===== config.mk =====
export PLATFORM = sky130hd
export DESIGN_NAME = irq_vector_ctrl
export DESIGN_NICKNAME = d
export VERILOG_FILES = /design/src/rtl/irq_vector_ctrl.sv
export SDC_FILE = /design/constraint.sdc
export NUM_CORES = 2
export LEC_CHECK = 0
export ABC_AREA = 1
export BUFFER_PORTS_ARGS = -buffer_cell sky130_fd_sc_hd__buf_2
export CAP_MARGIN = 10
export CORE_MARGIN = 1.5
export CORE_UTILIZATION = 25
export CTS_CLUSTER_SIZE = 25
export DETAILED_ROUTE_END_ITERATION = 10
export GPL_TIMING_DRIVEN = 0
export PLACE_DENSITY = 0.36
export SLEW_MARGIN = 40
export SYNTH_ARGS = -nofsm -noshare
export SYNTH_HDL_FRONTEND = slang
export SYNTH_SLANG_ARGS = --single-unit

===== constraint.sdc =====
create_clock -name clk -period 45.3 [get_ports clk]
set_input_delay 2.265 -clock clk [delete_from_list [all_inputs] [get_ports clk]]
set_output_delay 2.265 -clock clk [all_outputs]
set_load 0.01 [all_outputs]

===== src/rtl/irq_vector_ctrl.sv =====
module irq_vector_ctrl #(
  parameter int NSRC = 32,
  parameter int NLVL = 8,
  parameter int DW   = 32,
  parameter int AW   = 10
) (
  input  logic            clk,
  input  logic            rst_n,
  input  logic [NSRC-1:0] src_in,
  input  logic            bus_en,
  input  logic            bus_we,
  input  logic [AW-1:0]   bus_addr,
  input  logic [DW-1:0]   bus_wdata,
  output logic [DW-1:0]   bus_rdata,
  output logic            irq_n,
  output logic            fiq_n
);
  localparam int IW = $clog2(NSRC);
  localparam int LW = $clog2(NLVL);
  localparam int SW = $clog2(NLVL + 1);

  localparam logic [AW-1:0] A_CTRL = AW'(12'h000);
  localparam logic [AW-1:0] A_EN   = AW'(12'h004);
  localparam logic [AW-1:0] A_FRC  = AW'(12'h008);
  localparam logic [AW-1:0] A_SPUR = AW'(12'h00C);
  localparam logic [AW-1:0] A_VEC  = AW'(12'h010);
  localparam logic [AW-1:0] A_EOI  = AW'(12'h014);
  localparam logic [AW-1:0] A_PEND = AW'(12'h018);
  localparam logic [AW-1:0] A_FCLR = AW'(12'h01C);
  localparam logic [NSRC-1:0] FAST0 = NSRC'(1);

  logic            protect;
  logic [NSRC-1:0] en_r, frc_r, edge_p, src_q, active;
  logic [DW-1:0]   spur_r;
  logic [LW-1:0]   prio_r [NSRC];
  logic [1:0]      mode_r [NSRC];
  logic [DW-1:0]   vec_r  [NSRC];
  logic [LW-1:0]   stk    [NLVL];
  logic [SW-1:0]   sp;

  logic [1:0]    page;
  logic [IW-1:0] aidx;
  logic          wr, rd, hit_vec, ack, eoi;
  logic          found, irq_req;
  logic [IW-1:0] best;
  logic [LW-1:0] bprio, top;
  logic [NSRC-1:0] nrm, fst;

  assign page    = bus_addr[AW-1 -: 2];
  assign aidx    = bus_addr[2 +: IW];
  assign wr      = bus_en & bus_we;
  assign rd      = bus_en & ~bus_we;
  assign hit_vec = (bus_addr == A_VEC);

  for (genvar i = 0; i < NSRC; i++) begin : g_src
    always_comb begin
      case (mode_r[i])
        2'b00:   active[i] = src_in[i];
        2'b01:   active[i] = ~src_in[i];
        default: active[i] = edge_p[i];
      endcase
    end
  end

  assign nrm   = active & en_r & ~frc_r & ~FAST0;
  assign fst   = active & en_r & (frc_r | FAST0);
  assign fiq_n = ~|fst;

  always_comb begin
    found = 1'b0;
    best  = '0;
    bprio = '0;
    for (int i = 1; i < NSRC; i++) begin
      if (nrm[i] && (!found || prio_r[i] > bprio)) begin
        found = 1'b1;
        best  = IW'(i);
        bprio = prio_r[i];
      end
    end
  end

  assign top     = (sp == '0) ? '0 : stk[LW'(sp - SW'(1))];
  assign irq_req = found && ((sp == '0) || (bprio > top));
  assign irq_n   = ~irq_req;
  assign ack     = irq_req && hit_vec && ((rd && !protect) || (wr && protect));
  assign eoi     = wr && (bus_addr == A_EOI) && (sp != '0);

  always_comb begin
    bus_rdata = '0;
    case (page)
      2'b01: bus_rdata = DW'({mode_r[aidx], prio_r[aidx]});
      2'b10: bus_rdata = vec_r[aidx];
      2'b00: begin
        case (bus_addr)
          A_CTRL:  bus_rdata = DW'(protect);
          A_EN:    bus_rdata = DW'(en_r);
          A_FRC:   bus_rdata = DW'(frc_r);
          A_SPUR:  bus_rdata = spur_r;
          A_VEC:   bus_rdata = irq_req ? vec_r[best] : spur_r;
          A_PEND:  bus_rdata = DW'(active);
          default: bus_rdata = '0;
        endcase
      end
      default: bus_rdata = '0;
    endcase
  end

  always_ff @(posedge clk or negedge rst_n) begin
    if (!rst_n) begin
      protect <= 1'b0;
      en_r    <= '0;
      frc_r   <= '0;
      spur_r  <= '0;
    end else if (wr && page == 2'b00) begin
      case (bus_addr)
        A_CTRL: protect <= bus_wdata[0];
        A_EN:   en_r    <= bus_wdata[NSRC-1:0];
        A_FRC:  frc_r   <= bus_wdata[NSRC-1:0];
        A_SPUR: spur_r  <= bus_wdata;
        default: ;
      endcase
    end
  end

  for (genvar i = 0; i < NSRC; i++) begin : g_cfg
    always_ff @(posedge clk or negedge rst_n) begin
      if (!rst_n) begin
        prio_r[i] <= '0;
        mode_r[i] <= '0;
        vec_r[i]  <= '0;
      end else if (wr && aidx == IW'(i)) begin
        if (page == 2'b01) begin
          prio_r[i] <= bus_wdata[LW-1:0];
          mode_r[i] <= bus_wdata[LW+1:LW];
        end
        if (page == 2'b10) vec_r[i] <= bus_wdata;
      end
    end

    logic hit_edge, clr;
    assign hit_edge = mode_r[i][1] & (mode_r[i][0] ? (src_q[i] & ~src_in[i])
                                                   : (~src_q[i] & src_in[i]));
    assign clr = (ack && best == IW'(i)) ||
                 (wr && bus_addr == A_FCLR && bus_wdata[i]);

    always_ff @(posedge clk or negedge rst_n) begin
      if (!rst_n) begin
        src_q[i]  <= 1'b0;
        edge_p[i] <= 1'b0;
      end else begin
        src_q[i] <= src_in[i];
        if (hit_edge)  edge_p[i] <= 1'b1;
        else if (clr)  edge_p[i] <= 1'b0;
      end
    end
  end

  always_ff @(posedge clk or negedge rst_n) begin
    if (!rst_n) begin
      sp <= '0;
      for (int k = 0; k < NLVL; k++) stk[k] <= '0;
    end else if (ack) begin
      stk[LW'(sp)] <= bprio;
      sp <= sp + SW'(1);
    end else if (eoi) begin
      sp <= sp - SW'(1);
    end
  end

  AST_STACK_BOUND: assert property (@(posedge clk) disable iff (!rst_n)
    sp <= SW'(NLVL)) else $error("stack depth exceeded");
  AST_ACK_PUSH: assert property (@(posedge clk) disable iff (!rst_n)
    ack |=> sp == $past(sp) + SW'(1)) else $error("ack did not push");
  AST_EOI_POP: assert property (@(posedge clk) disable iff (!rst_n)
    (eoi && !ack) |=> sp == $past(sp) - SW'(1)) else $error("eoi did not pop");
  AST_PROTECT_READ: assert property (@(posedge clk) disable iff (!rst_n)
    (rd && hit_vec && protect) |=> $stable(sp)) else $error("protected read changed stack");
  AST_SPURIOUS_KEEP: assert property (@(posedge clk) disable iff (!rst_n)
    (bus_en && hit_vec && !irq_req) |=> $stable(sp)) else $error("spurious read changed stack");
  AST_FORCED_NOT_NORMAL: assert property (@(posedge clk) disable iff (!rst_n)
    !irq_n |-> !frc_r[best] && best != '0) else $error("forced or fast source on normal line");
endmodule


==> metrics.txt <==
pre-CTS setup slack=-2.01 ns; final antenna-violating net count=0; synthesized area=76,500 um2; final hold viol count=0; final worst setup slack=3.14 ns; Yosys reg bits=roughly 1.4k; PwrDens=approximately 36 nW/um2; initial detailed-routing violation count=13.7k; worst skew pair latency=0.94 ns; Net Count, Synth=between 10k and 15k; I/O pin cnt=112; Worst-Margin Slew=around 1.1 ns; row count=202; clk root buf=clkbuf_16; Ys Warns=0; top cell type's share of synthesized area=about 45%; Initial Utilization=about a quarter; Logic pwr share=14.7%; Tot Pwr=3390 uW; routability cong.=1.07; Worst R2R Start=mode_r[61]; core area=304,000 um2; setup total negative slack=0 ns; synth unique cells=63; average size of a mapped cell=7.36 um2; pin count of the biggest net entering global routing=93; hold_sp=vec_r[187]; Post-synth EDFFs=0; CTS Buffer Depth=4; Period minus WS final=42.16 ns; Die W=556 um; vias per cell=about 5.8; H-tree levels=4; crit path max fanout=10; clock sinks=1,373; Post-Layout Cell Count=~15k; Hold Path Class=flop to flop; hold path endpoint=vec_r[187]; Max-cap violations=0; Seq/Total Area, Yosys=between 40% and 50%; Die Height=556 um; commonest non-fill, non-tap cell in the layout=nand2_1; Slew HR=between 20% and 30%; DIE AREA=~310,000 um2; first-pass GRT wire length=802,000 um; Final nets=between 10k and 15k; P_leak=0.0415 uW; antenna violations before repair=106; Setup CP Type=primary input to output port; Area growth syn-to-layout=22.2%; hold path cells=2; top cells by area, synth=dfrtp_1 45%, nand2_1 15%, o21ai_0 12%; hold slack=0.479 ns; cell taking the most area after synthesis=dfrtp_1; CP peak stage delay=0.63 ns; Max VDD drop=28.4 uV; Inst Count DP=14.7k; Net Sw Frac=31.9%; most used cell, CP=nand2_1; detailed placement HPWL=473,000 um; sequential share of power=39.1%; DR vias=between 80k and 90k; CTS tree=done; PortBufs=111; CP Capture Type=output port; RR Endpoint=edge_p[26]; Setup-failing EPs final=0; GR Overflow Total=0; ys async rst share=between 90% and 100%; Final Cycle Share=between 90% and 100%; DR DRC count=0; Post-Route WL=627,000 um; layout cell share with drive strength beyond 1=12.3%; most frequent cells in the layout=3,081 x nand2_1, 1,715 x o21ai_0, 1,373 x dfrtp_1; Final Max Tran Viols=0; Slowest-stage cell, CP=buf_2; Clock Pin Slew Worst Setup and Hold Paths=0.05 ns; outcome=finished clean; vias in the first global route=79.3k; crit path DAT=39.89 ns; internal power=2310 uW; Pre-antenna DRT Iters=9; internal reg-to-reg setup slack=~7.4 ns; clock power share=between 40% and 50%; Psw=between 1000 and 1500 uW; clock skew=0.0537 ns; Worst Path Required=43.03 ns; ys flop type=dfrtp_1; fmax=23.7 MHz; RSZ-0062 raised after global routing=no; total track usage=39.5%; routed len/inst=around 41 um; Startpoint Class=primary input; CTS Buf Count=185; cells after synthesis=10.4k; Reg2Reg Depth=291
-- power groups by stage --
| stage | registers, uW | logic (uW) | clock network (uW) |
|---|---|---|---|
| finish | 1330 | 501 | 1570 |
| global route | 1330 | 506 | 1620 |
| CTS | 1330 | 473 | 1570 |
| detailed placement | 1350 | 472 | 0 |
| global placement | 1350 | 429 | 0 |
| floorplan | 1330 | 181 | 0 |
-- through the flow --
step / area (um2) / utilization (%)
4_1_cts: 92700 / 30.5
6_report: 93500 / 30.8
3_5_place_dp: 86500 / 28.5
2_1_floorplan: 76500 / -
3_3_place_gp: 82100 / 27.1
5_1_grt: 93300 / 30.7
-- worst max-delay path by stage --
stage / startpoint / end / slack [ns] / cells after the start
after floorplan: src_in[1] / bus_rdata[1] / 7.53 / 289
after global placement: src_in[1] / bus_rdata[29] / -3.63 / 283
after detailed placement: src_in[1] / bus_rdata[29] / -2.01 / 284
after CTS: src_in[1] / bus_rdata[14] / 0.04 / 298
after global routing: src_in[1] / bus_rdata[30] / 0.03 / 302
final: src_in[1] / bus_rdata[14] / 3.14 / 288
-- layout make-up --
type / instances / area (um2)
inverters: 928 / 3500
clock buffers: 267 / 5450
fillers: 32900 / 210000
flip-flops and latches: 1373 / 34400
well taps: 4080 / 5100
plain buffers: 719 / 4220
diodes: 69 / 173
multi-input cells: 7366 / 35900
repair buffers: 288 / 4100
clock inverters: 62 / 718
-- flip-flops by register name, summed over array words and instances, names as in the netlist --
name,cells
vec_r,1024
prio_r,96
mode_r,64
edge_p,32
en_r,32
frc_r,32
spur_r,32
src_q,32
stk,24
sp,4
protect,1
-- timing repair --
action,CTS,global route
endpoints found under the setup margin,33,92
hold buffers,0,0
gates resized for setup,30,144
buffers inserted,0,11
pin swaps,0,6
-- synthesized netlist by cell type (104+ instances only) --
| library cell | instances |
|---|---|
| o21ai_1 | 156 |
| dfrtp_1 | 1373 |
| nand2_1 | 3088 |
| inv_1 | 906 |
| o21ai_0 | 1786 |
| a221oi_1 | 104 |
| clkbuf_1 | 478 |
| a21oi_1 | 228 |
| a22oi_1 | 242 |
| nor2_1 | 781 |
| o22ai_1 | 183 |
| nand3_1 | 342 |
-- worst max-delay path: cells and delay by family --
kind | cells | cell delay [ns]
buffers and inverters | 43 | 3.40
and+or+nand+nor | 137 | 14.55
adders and majority gates | 30 | 9.23
AOI/OAI and AO/OA | 78 | 10.32
-- kinds of logic (layout without fill, tap and decap cells) --
| group | count (synthesis) | after routing | share of synthesized area, % |
|---|---|---|---|
| AOI/OAI and AO/OA | 2894 | 2894 | 21.3 |
| xor gates and xnor gates | 5 | 5 | 0.0573 |
| adders and majority gates | 71 | 71 | 1.16 |
| buffers and inverters | 1647 | 2264 | 9.44 |
| DFF | 1373 | 1373 | 44.9 |
| muxes | 1 | 1 | 0.0131 |
| other | 0 | 69 | 0 |
| and+or+nand+nor | 4395 | 4395 | 23.1 |
-- metal layers --
layer | share of wire (%) | wire [um] | global-route usage, % | vias up
li1 | - | - | - | 35400
met1 | 38 | 241000 | 48.4 | 43900
met2 | 41 | 255000 | 56.1 | 6332
met3 | 11 | 69700 | 12.4 | 1713
met4 | 9.9 | 62000 | 33.1 | 24
met5 | 0.025 | 158 | 0 | -
Power figures use the tool's default switching activity.
